[config.mk]
export PLATFORM = sky130hd
export DESIGN_NAME = jtag_tap_ctrl
export DESIGN_NICKNAME = d
export VERILOG_FILES = /design/src/rtl/jtag_tap_pkg.sv /design/src/rtl/jtag_tap_fsm.sv /design/src/rtl/jtag_tap_ir.sv /design/src/rtl/jtag_tap_dr.sv /design/src/rtl/jtag_tap_ctrl.sv
export SDC_FILE = /design/constraint.sdc
export NUM_CORES = 1
export LEC_CHECK = 0
export ABC_AREA = 1
export BUFFER_PORTS_ARGS = -buffer_cell sky130_fd_sc_hd__buf_4
export CAP_MARGIN = 20
export CORE_UTILIZATION = 53
export CTS_CLUSTER_SIZE = 14
export DETAILED_ROUTE_END_ITERATION = 12
export GPL_ROUTABILITY_DRIVEN = 0
export GPL_TIMING_DRIVEN = 0
export PLACE_DENSITY = 0.73
export SYNTH_ARGS = -nofsm -noshare
export SYNTH_HDL_FRONTEND = slang
export SYNTH_HIERARCHICAL = 1
export SYNTH_SLANG_ARGS = --single-unit
[constraint.sdc]
create_clock -name tck -period 2.81 [get_ports tck]
set_clock_uncertainty 0.1 [all_clocks]
set_input_delay 0.4215 -clock tck [delete_from_list [all_inputs] [get_ports tck]]
set_output_delay 0.4215 -clock tck [all_outputs]
set_load 0.1 [all_outputs]
[src/rtl/jtag_tap_pkg.sv]
package jtag_tap_pkg;
  typedef enum logic [3:0] {
    ST_TLR, ST_RTI,
    ST_SEL_DR, ST_CAP_DR, ST_SHF_DR, ST_EX1_DR, ST_PAU_DR, ST_EX2_DR, ST_UPD_DR,
    ST_SEL_IR, ST_CAP_IR, ST_SHF_IR, ST_EX1_IR, ST_PAU_IR, ST_EX2_IR, ST_UPD_IR
  } tap_state_e;

  typedef enum logic [1:0] {
    DR_BYPASS, DR_IDCODE, DR_USER, DR_EXT
  } dr_sel_e;

  localparam int SEL_W = 3;
  localparam logic [SEL_W-1:0] SEL_CODE_ID   = 3'b001;
  localparam logic [SEL_W-1:0] SEL_CODE_USER = 3'b010;
  localparam logic [SEL_W-1:0] SEL_CODE_EXT  = 3'b011;
endpackage

[src/rtl/jtag_tap_fsm.sv]
module jtag_tap_fsm import jtag_tap_pkg::*; (
  input  logic       tck,
  input  logic       trst_n,
  input  logic       tms,
  output tap_state_e state_o,
  output tap_state_e next_o
);
  tap_state_e state_q, state_d;

  always_comb begin
    state_d = state_q;
    unique case (state_q)
      ST_TLR:    state_d = tms ? ST_TLR    : ST_RTI;
      ST_RTI:    state_d = tms ? ST_SEL_DR : ST_RTI;
      ST_SEL_DR: state_d = tms ? ST_SEL_IR : ST_CAP_DR;
      ST_CAP_DR: state_d = tms ? ST_EX1_DR : ST_SHF_DR;
      ST_SHF_DR: state_d = tms ? ST_EX1_DR : ST_SHF_DR;
      ST_EX1_DR: state_d = tms ? ST_UPD_DR : ST_PAU_DR;
      ST_PAU_DR: state_d = tms ? ST_EX2_DR : ST_PAU_DR;
      ST_EX2_DR: state_d = tms ? ST_UPD_DR : ST_SHF_DR;
      ST_UPD_DR: state_d = tms ? ST_SEL_DR : ST_RTI;
      ST_SEL_IR: state_d = tms ? ST_TLR    : ST_CAP_IR;
      ST_CAP_IR: state_d = tms ? ST_EX1_IR : ST_SHF_IR;
      ST_SHF_IR: state_d = tms ? ST_EX1_IR : ST_SHF_IR;
      ST_EX1_IR: state_d = tms ? ST_UPD_IR : ST_PAU_IR;
      ST_PAU_IR: state_d = tms ? ST_EX2_IR : ST_PAU_IR;
      ST_EX2_IR: state_d = tms ? ST_UPD_IR : ST_SHF_IR;
      ST_UPD_IR: state_d = tms ? ST_SEL_DR : ST_RTI;
      default:   state_d = ST_TLR;
    endcase
  end

  always_ff @(posedge tck or negedge trst_n) begin
    if (!trst_n) state_q <= ST_TLR;
    else         state_q <= state_d;
  end

  assign state_o = state_q;
  assign next_o  = state_d;

  // checker: run length of TMS high
  logic [2:0] tms_run_q;
  always_ff @(posedge tck or negedge trst_n) begin
    if (!trst_n)                 tms_run_q <= '0;
    else if (!tms)               tms_run_q <= '0;
    else if (tms_run_q != 3'd7)  tms_run_q <= tms_run_q + 3'd1;
  end

  AST_FIVE_TMS_RESET: assert property (@(posedge tck) disable iff (!trst_n)
    (tms_run_q >= 3'd5) |-> (state_q == ST_TLR));
endmodule

[src/rtl/jtag_tap_ir.sv]
module jtag_tap_ir import jtag_tap_pkg::*; #(
  parameter int          IR_W       = 24,
  parameter logic [IR_W-1:0] IR_CAPTURE = 24'hA5A5A5,
  parameter logic [IR_W-1:0] IR_DEFAULT = 24'h000001
) (
  input  logic            tck,
  input  logic            trst_n,
  input  logic            tdi,
  input  tap_state_e      state_i,
  input  tap_state_e      next_i,
  output logic            ir_lsb_o,
  output logic [IR_W-1:0] shadow_o
);
  logic [IR_W-1:0] shift_q, shadow_q;

  always_ff @(posedge tck or negedge trst_n) begin
    if (!trst_n)                    shift_q <= '0;
    else if (state_i == ST_CAP_IR)  shift_q <= IR_CAPTURE;
    else if (state_i == ST_SHF_IR)  shift_q <= {tdi, shift_q[IR_W-1:1]};
  end

  always_ff @(posedge tck or negedge trst_n) begin
    if (!trst_n)                    shadow_q <= IR_DEFAULT;
    else if (next_i == ST_TLR)      shadow_q <= IR_DEFAULT;
    else if (state_i == ST_UPD_IR)  shadow_q <= shift_q;
  end

  assign ir_lsb_o = shift_q[0];
  assign shadow_o = shadow_q;

  AST_IR_CAPTURE_PATTERN: assert property (@(posedge tck) disable iff (!trst_n)
    (state_i == ST_CAP_IR) |=> (shift_q == IR_CAPTURE));
  AST_SHADOW_HOLDS: assert property (@(posedge tck) disable iff (!trst_n)
    (state_i != ST_UPD_IR && next_i != ST_TLR) |=> $stable(shadow_q));
endmodule

[src/rtl/jtag_tap_dr.sv]
module jtag_tap_dr import jtag_tap_pkg::*; #(
  parameter int              ID_W   = 32,
  parameter logic [ID_W-1:0] IDCODE = 32'h4B1DE0A7,
  parameter int              USER_W = 16
) (
  input  logic              tck,
  input  logic              trst_n,
  input  logic              tdi,
  input  tap_state_e        state_i,
  input  dr_sel_e           sel_i,
  input  logic              ext_tdo_i,
  output logic              dr_lsb_o,
  output logic [USER_W-1:0] user_data_o
);
  logic              byp_q;
  logic [ID_W-1:0]   id_q;
  logic [USER_W-1:0] usr_q, usr_hold_q;

  always_ff @(posedge tck or negedge trst_n) begin
    if (!trst_n) begin
      byp_q      <= 1'b0;
      id_q       <= '0;
      usr_q      <= '0;
      usr_hold_q <= '0;
    end else begin
      unique case (sel_i)
        DR_BYPASS: begin
          if (state_i == ST_CAP_DR)      byp_q <= 1'b0;
          else if (state_i == ST_SHF_DR) byp_q <= tdi;
        end
        DR_IDCODE: begin
          if (state_i == ST_CAP_DR)      id_q <= IDCODE;
          else if (state_i == ST_SHF_DR) id_q <= {tdi, id_q[ID_W-1:1]};
        end
        DR_USER: begin
          if (state_i == ST_CAP_DR)      usr_q <= usr_hold_q;
          else if (state_i == ST_SHF_DR) usr_q <= {tdi, usr_q[USER_W-1:1]};
          else if (state_i == ST_UPD_DR) usr_hold_q <= usr_q;
        end
        default: ;
      endcase
    end
  end

  always_comb begin
    unique case (sel_i)
      DR_BYPASS: dr_lsb_o = byp_q;
      DR_IDCODE: dr_lsb_o = id_q[0];
      DR_USER:   dr_lsb_o = usr_q[0];
      default:   dr_lsb_o = ext_tdo_i;
    endcase
  end

  assign user_data_o = usr_hold_q;

  AST_BYPASS_CAPTURES_ZERO: assert property (@(posedge tck) disable iff (!trst_n)
    (state_i == ST_CAP_DR && sel_i == DR_BYPASS) |=> (byp_q == 1'b0));
  AST_ID_LSB_ONE: assert property (@(posedge tck) disable iff (!trst_n)
    (state_i == ST_CAP_DR && sel_i == DR_IDCODE) |=> (id_q[0] == 1'b1));
  AST_USER_HOLD_STABLE: assert property (@(posedge tck) disable iff (!trst_n)
    !(state_i == ST_UPD_DR && sel_i == DR_USER) |=> $stable(usr_hold_q));
endmodule

[src/rtl/jtag_tap_ctrl.sv]
module jtag_tap_ctrl import jtag_tap_pkg::*; #(
  parameter int                IR_W       = 24,
  parameter logic [IR_W-1:0]   IR_CAPTURE = 24'hA5A5A5,
  parameter logic [IR_W-1:0]   IR_DEFAULT = 24'h000001,
  parameter int                ID_W       = 32,
  parameter logic [ID_W-1:0]   IDCODE     = 32'h4B1DE0A7,
  parameter int                USER_W     = 16
) (
  input  logic              tck,
  input  logic              trst_n,
  input  logic              tms,
  input  logic              tdi,
  output logic              tdo,
  output logic              tdo_oe,
  output logic [IR_W-4:0]   ctrl_flags_o,
  output logic [USER_W-1:0] user_data_o,
  output logic              ext_sel_o,
  output logic              ext_capture_o,
  output logic              ext_shift_o,
  output logic              ext_update_o,
  input  logic              ext_tdo_i
);
  localparam int FLAG_W = IR_W - SEL_W;

  tap_state_e      state, next_state;
  logic            ir_lsb, dr_lsb;
  logic [IR_W-1:0] shadow;
  dr_sel_e         dr_sel;

  jtag_tap_fsm fsm_i (
    .tck(tck), .trst_n(trst_n), .tms(tms),
    .state_o(state), .next_o(next_state)
  );

  jtag_tap_ir #(.IR_W(IR_W), .IR_CAPTURE(IR_CAPTURE), .IR_DEFAULT(IR_DEFAULT)) ir_i (
    .tck(tck), .trst_n(trst_n), .tdi(tdi),
    .state_i(state), .next_i(next_state),
    .ir_lsb_o(ir_lsb), .shadow_o(shadow)
  );

  always_comb begin
    unique case (shadow[SEL_W-1:0])
      SEL_CODE_ID:   dr_sel = DR_IDCODE;
      SEL_CODE_USER: dr_sel = DR_USER;
      SEL_CODE_EXT:  dr_sel = DR_EXT;
      default:       dr_sel = DR_BYPASS;
    endcase
  end

  jtag_tap_dr #(.ID_W(ID_W), .IDCODE(IDCODE), .USER_W(USER_W)) dr_i (
    .tck(tck), .trst_n(trst_n), .tdi(tdi),
    .state_i(state), .sel_i(dr_sel), .ext_tdo_i(ext_tdo_i),
    .dr_lsb_o(dr_lsb), .user_data_o(user_data_o)
  );

  logic tdo_q, oe_q;
  always_ff @(negedge tck or negedge trst_n) begin
    if (!trst_n) begin
      tdo_q <= 1'b1;
      oe_q  <= 1'b0;
    end else begin
      unique case (state)
        ST_SHF_IR: begin tdo_q <= ir_lsb; oe_q <= 1'b1; end
        ST_SHF_DR: begin tdo_q <= dr_lsb; oe_q <= 1'b1; end
        default:   begin tdo_q <= 1'b1;   oe_q <= 1'b0; end
      endcase
    end
  end

  assign tdo           = tdo_q;
  assign tdo_oe        = oe_q;
  assign ctrl_flags_o  = shadow[IR_W-1:SEL_W];
  assign ext_sel_o     = (dr_sel == DR_EXT);
  assign ext_capture_o = ext_sel_o && (state == ST_CAP_DR);
  assign ext_shift_o   = ext_sel_o && (state == ST_SHF_DR);
  assign ext_update_o  = ext_sel_o && (state == ST_UPD_DR);

  initial begin
    AST_FLAG_WIDTH: assert (FLAG_W == $bits(ctrl_flags_o));
  end

  AST_OE_ONLY_IN_SHIFT: assert property (@(posedge tck) disable iff (!trst_n)
    tdo_oe |-> (state == ST_SHF_IR || state == ST_SHF_DR));
  AST_IDLE_TDO_HIGH: assert property (@(posedge tck) disable iff (!trst_n)
    !tdo_oe |-> tdo);
endmodule

==> impl_metrics.env <==
export IMPL_ctsHtreeMaxLevel=4
export IMPL_crit_path_end_kind="output port"
export IMPL_crit_fanout=1
export IMPL_worstReg2RegEnd="tdo"
export IMPL_fp_row_count=37
export IMPL_cp_num_buf_inv=1
export IMPL_pre_cts_ws_ps=-279
export IMPL_cts_max_path_buffers=2
export IMPL_max_stage_delay_ps=560
export IMPL_max_cap_viol_count=0
export IMPL_syn_inst=696
export IMPL_ys_ff_latch=119
export IMPL_clk_pin_slew_ps=60
export IMPL_die_w_um=105
export IMPL_vias=4929
export IMPL_cp_required_ps=2290
export IMPL_critPathLaunchType="flop"
export IMPL_ant_nets=0
export IMPL_critical_path_class="reg2out"
export IMPL_synth_area_um2=5620
export IMPL_fp_coreArea_um2=10300
export IMPL_synth_edff_count=0
export IMPL_syn_avg_cell_area_um2=8.07
export IMPL_worst_slew_pin_slew_ps=511
export IMPL_vdd_drop_max_v=0.000549
export IMPL_rsz0062_at_grt="true"
export IMPL_track_usage=0.261
export IMPL_violations="setup timing"
export IMPL_route_met2_wl_um=6680
export IMPL_clock_sinks=119
export IMPL_cts_inserted_buffers=17
export IMPL_die_h_um=105
export IMPL_drt_met1_wl_um=5850
export IMPL_grt_pass1_wl_um=22700
export IMPL_seq_area_frac_synth=0.530
export IMPL_reg2reg_slack_ps=-60
export IMPL_drt_total_wl_um=13500
export IMPL_synth_area_leader_cell="dfrtp_1"
export IMPL_routed_top_layer="met4"
export IMPL_yosysTopAreaCellShare=0.517
export IMPL_fillers=834
export IMPL_drv_slew=0
export IMPL_dr_wl_met3_um=770
export IMPL_synthToLayoutAreaGrowth_pct=22.8
export IMPL_synth_common_cells="258 x nand2_1, 131 x nand3_1, 116 x dfrtp_1, 39 x nor2_1, 35 x inv_1"
export IMPL_drive_above_1_share=0.214
export IMPL_synth_main_ff_cell="dfrtp_1"
export IMPL_drcViolationCount=0
export IMPL_synth_most_common_cell="nand2_1"
export IMPL_initial_core_util=0.544
export IMPL_drtIter0Drc=388
export IMPL_grt_pass1_vias=4752
export IMPL_io_pins=48
export IMPL_cts_tree="done"
export IMPL_syn_nets=701
export IMPL_yosys_cell_types_count=26
export IMPL_min_to="fsm_i/state_o[3]"
export IMPL_yosys_top_cells_area="dfrtp_1 52%, nand2_1 17%, nand3_1 12%"
export IMPL_finish_utilization=0.668
export IMPL_viasPerCell=5.36
export IMPL_antenna_found_initial=0
export IMPL_cts_root_buf="clkbuf_8"
export IMPL_grt_overflow_total=0
export IMPL_dpl_hpwl_um=8890
export IMPL_synth_async_reset_ratio=1.00
export IMPL_clkLatencyLatePin_ps=510
export IMPL_ys_warn_count=6
export IMPL_n_antenna_cell=0
export IMPL_finalHoldViolCount=0
export IMPL_hold_depth=3
export IMPL_crit_slowest_cell="dfstp_2"
export IMPL_p_leak_nw=3.80
export IMPL_max_slew_margin_rel=0.659
export IMPL_hold_class="in2reg"
export IMPL_r2r_cells=9
export IMPL_timing_rr_start="ir_i/shadow_o[0]"
export IMPL_fin_ws_ps=-343
export IMPL_critPathArrivalTime_ps=2630
export IMPL_power_density_nw_per_um2=981
export IMPL_grt_start_max_net_pins=67
export IMPL_setup_violations=3
export IMPL_port_buffers=47
export IMPL_crit_chain="buf_12"
export IMPL_dr_pass1_iters=5
export IMPL_fin_nets=776
export IMPL_path_delay_family="flip-flops"
export IMPL_min_from="tms"
export IMPL_wl_per_cell_um=14.6
export IMPL_outcome="complete, but fails checks"
export IMPL_dieArea_um2=11000
## placed cells by master, fill, tap and decap left out, drive strengths merged, types with 8 or more instances in the layout
cell type	n
nand4	20
o21ai	8
a21oi	15
buf	87
inv	43
dfrtp	116
nand3	134
nor2	49
nand2	268
clkbuf	24
## logic make-up after synthesis
logic type / Yosys count / synth area share
buffers and inverters: 81 / 0.0748
DFF: 119 / 0.530
AOI/OAI and AO/OA: 24 / 0.0225
and+or+nand+nor: 472 / 0.372
## layer usage
layer / up-vias / track usage
li1: 2385 / -
met1: 2368 / 0.350
met2: 163 / 0.418
met3: 13 / 0.0593
met4: 0 / 0.0926
met5: - / 0
## sequential cells by signal (all words and copies together) (netlist names)
| signal | cells |
|---|---|
| dr_i/byp_q | 1 |
| dr_i/id_q | 32 |
| dr_i/user_data_o | 16 |
| dr_i/usr_q | 16 |
| fsm_i/state_o | 4 |
| ir_i/shadow_o | 24 |
| ir_i/shift_q | 24 |
| tdo | 1 |
| tdo_oe | 1 |
## how the worst max path moves through the flow
stage                startpoint     end  slack (ps)  depth (start not counted)
6_report                    tdo     tdo        -340                          1
5_1_grt                     tdo     tdo        -370                          1
4_1_cts                     tdo     tdo        -360                          1
3_5_place_dp   ir_i/shadow_o[0]     tdo        -280                          9
3_3_place_gp             trst_n  tdo_oe        -380                          1
2_1_floorplan  ir_i/shadow_o[0]     tdo         -90                         10
## power by group
part,switching (mW),internal [mW],leakage (nW)
Clock,0.772,1.28,0.271
Combinational,1.59,0.682,1.94
Sequential,0.359,2.09,1.60
Total,2.72,4.05,3.80
## cell type report
| class | instances | area [um^2] | share of cell area |
|---|---|---|---|
| Sequential cell | 119 | 2980 | 0.432 |
| Multi-Input combinational cell | 496 | 2280 | 0.330 |
| Timing Repair Buffer | 58 | 487 | 0.0706 |
| Clock buffer | 19 | 432 | 0.0626 |
| Buffer | 35 | 246 | 0.0357 |
| Tap cell | 136 | 170 | 0.0247 |
| Inverter | 43 | 169 | 0.0245 |
| Clock inverter | 14 | 135 | 0.0196 |
## repair_timing
action	in CTS	in global routing
gates resized for setup	10	6
buffers inserted	4	5
endpoints found under the hold margin	53	0
cloned	0	0
setup endpoints to repair	3	5
pin swaps	5	6
hold buffers	1	0
## through the flow
| step | std cells | hold slack [ps] | instance area (um^2) | TNS [ps] | total power, mW |
|---|---|---|---|---|---|
| 2_1_floorplan | 696 | 25.9 | 5670 | -158 | 4.02 |
| 5_1_grt | 920 | 119 | 6900 | -776 | 7.18 |
| 3_5_place_dp | 880 | 308 | 6230 | -279 | 4.62 |
| 6_report | 920 | 101 | 6900 | -640 | 6.77 |
| 4_1_cts | 916 | 80.4 | 6860 | -733 | 6.76 |
| 3_3_place_gp | 879 | 354 | 6200 | -812 | 4.54 |
Power figures use the tool's default switching activity.
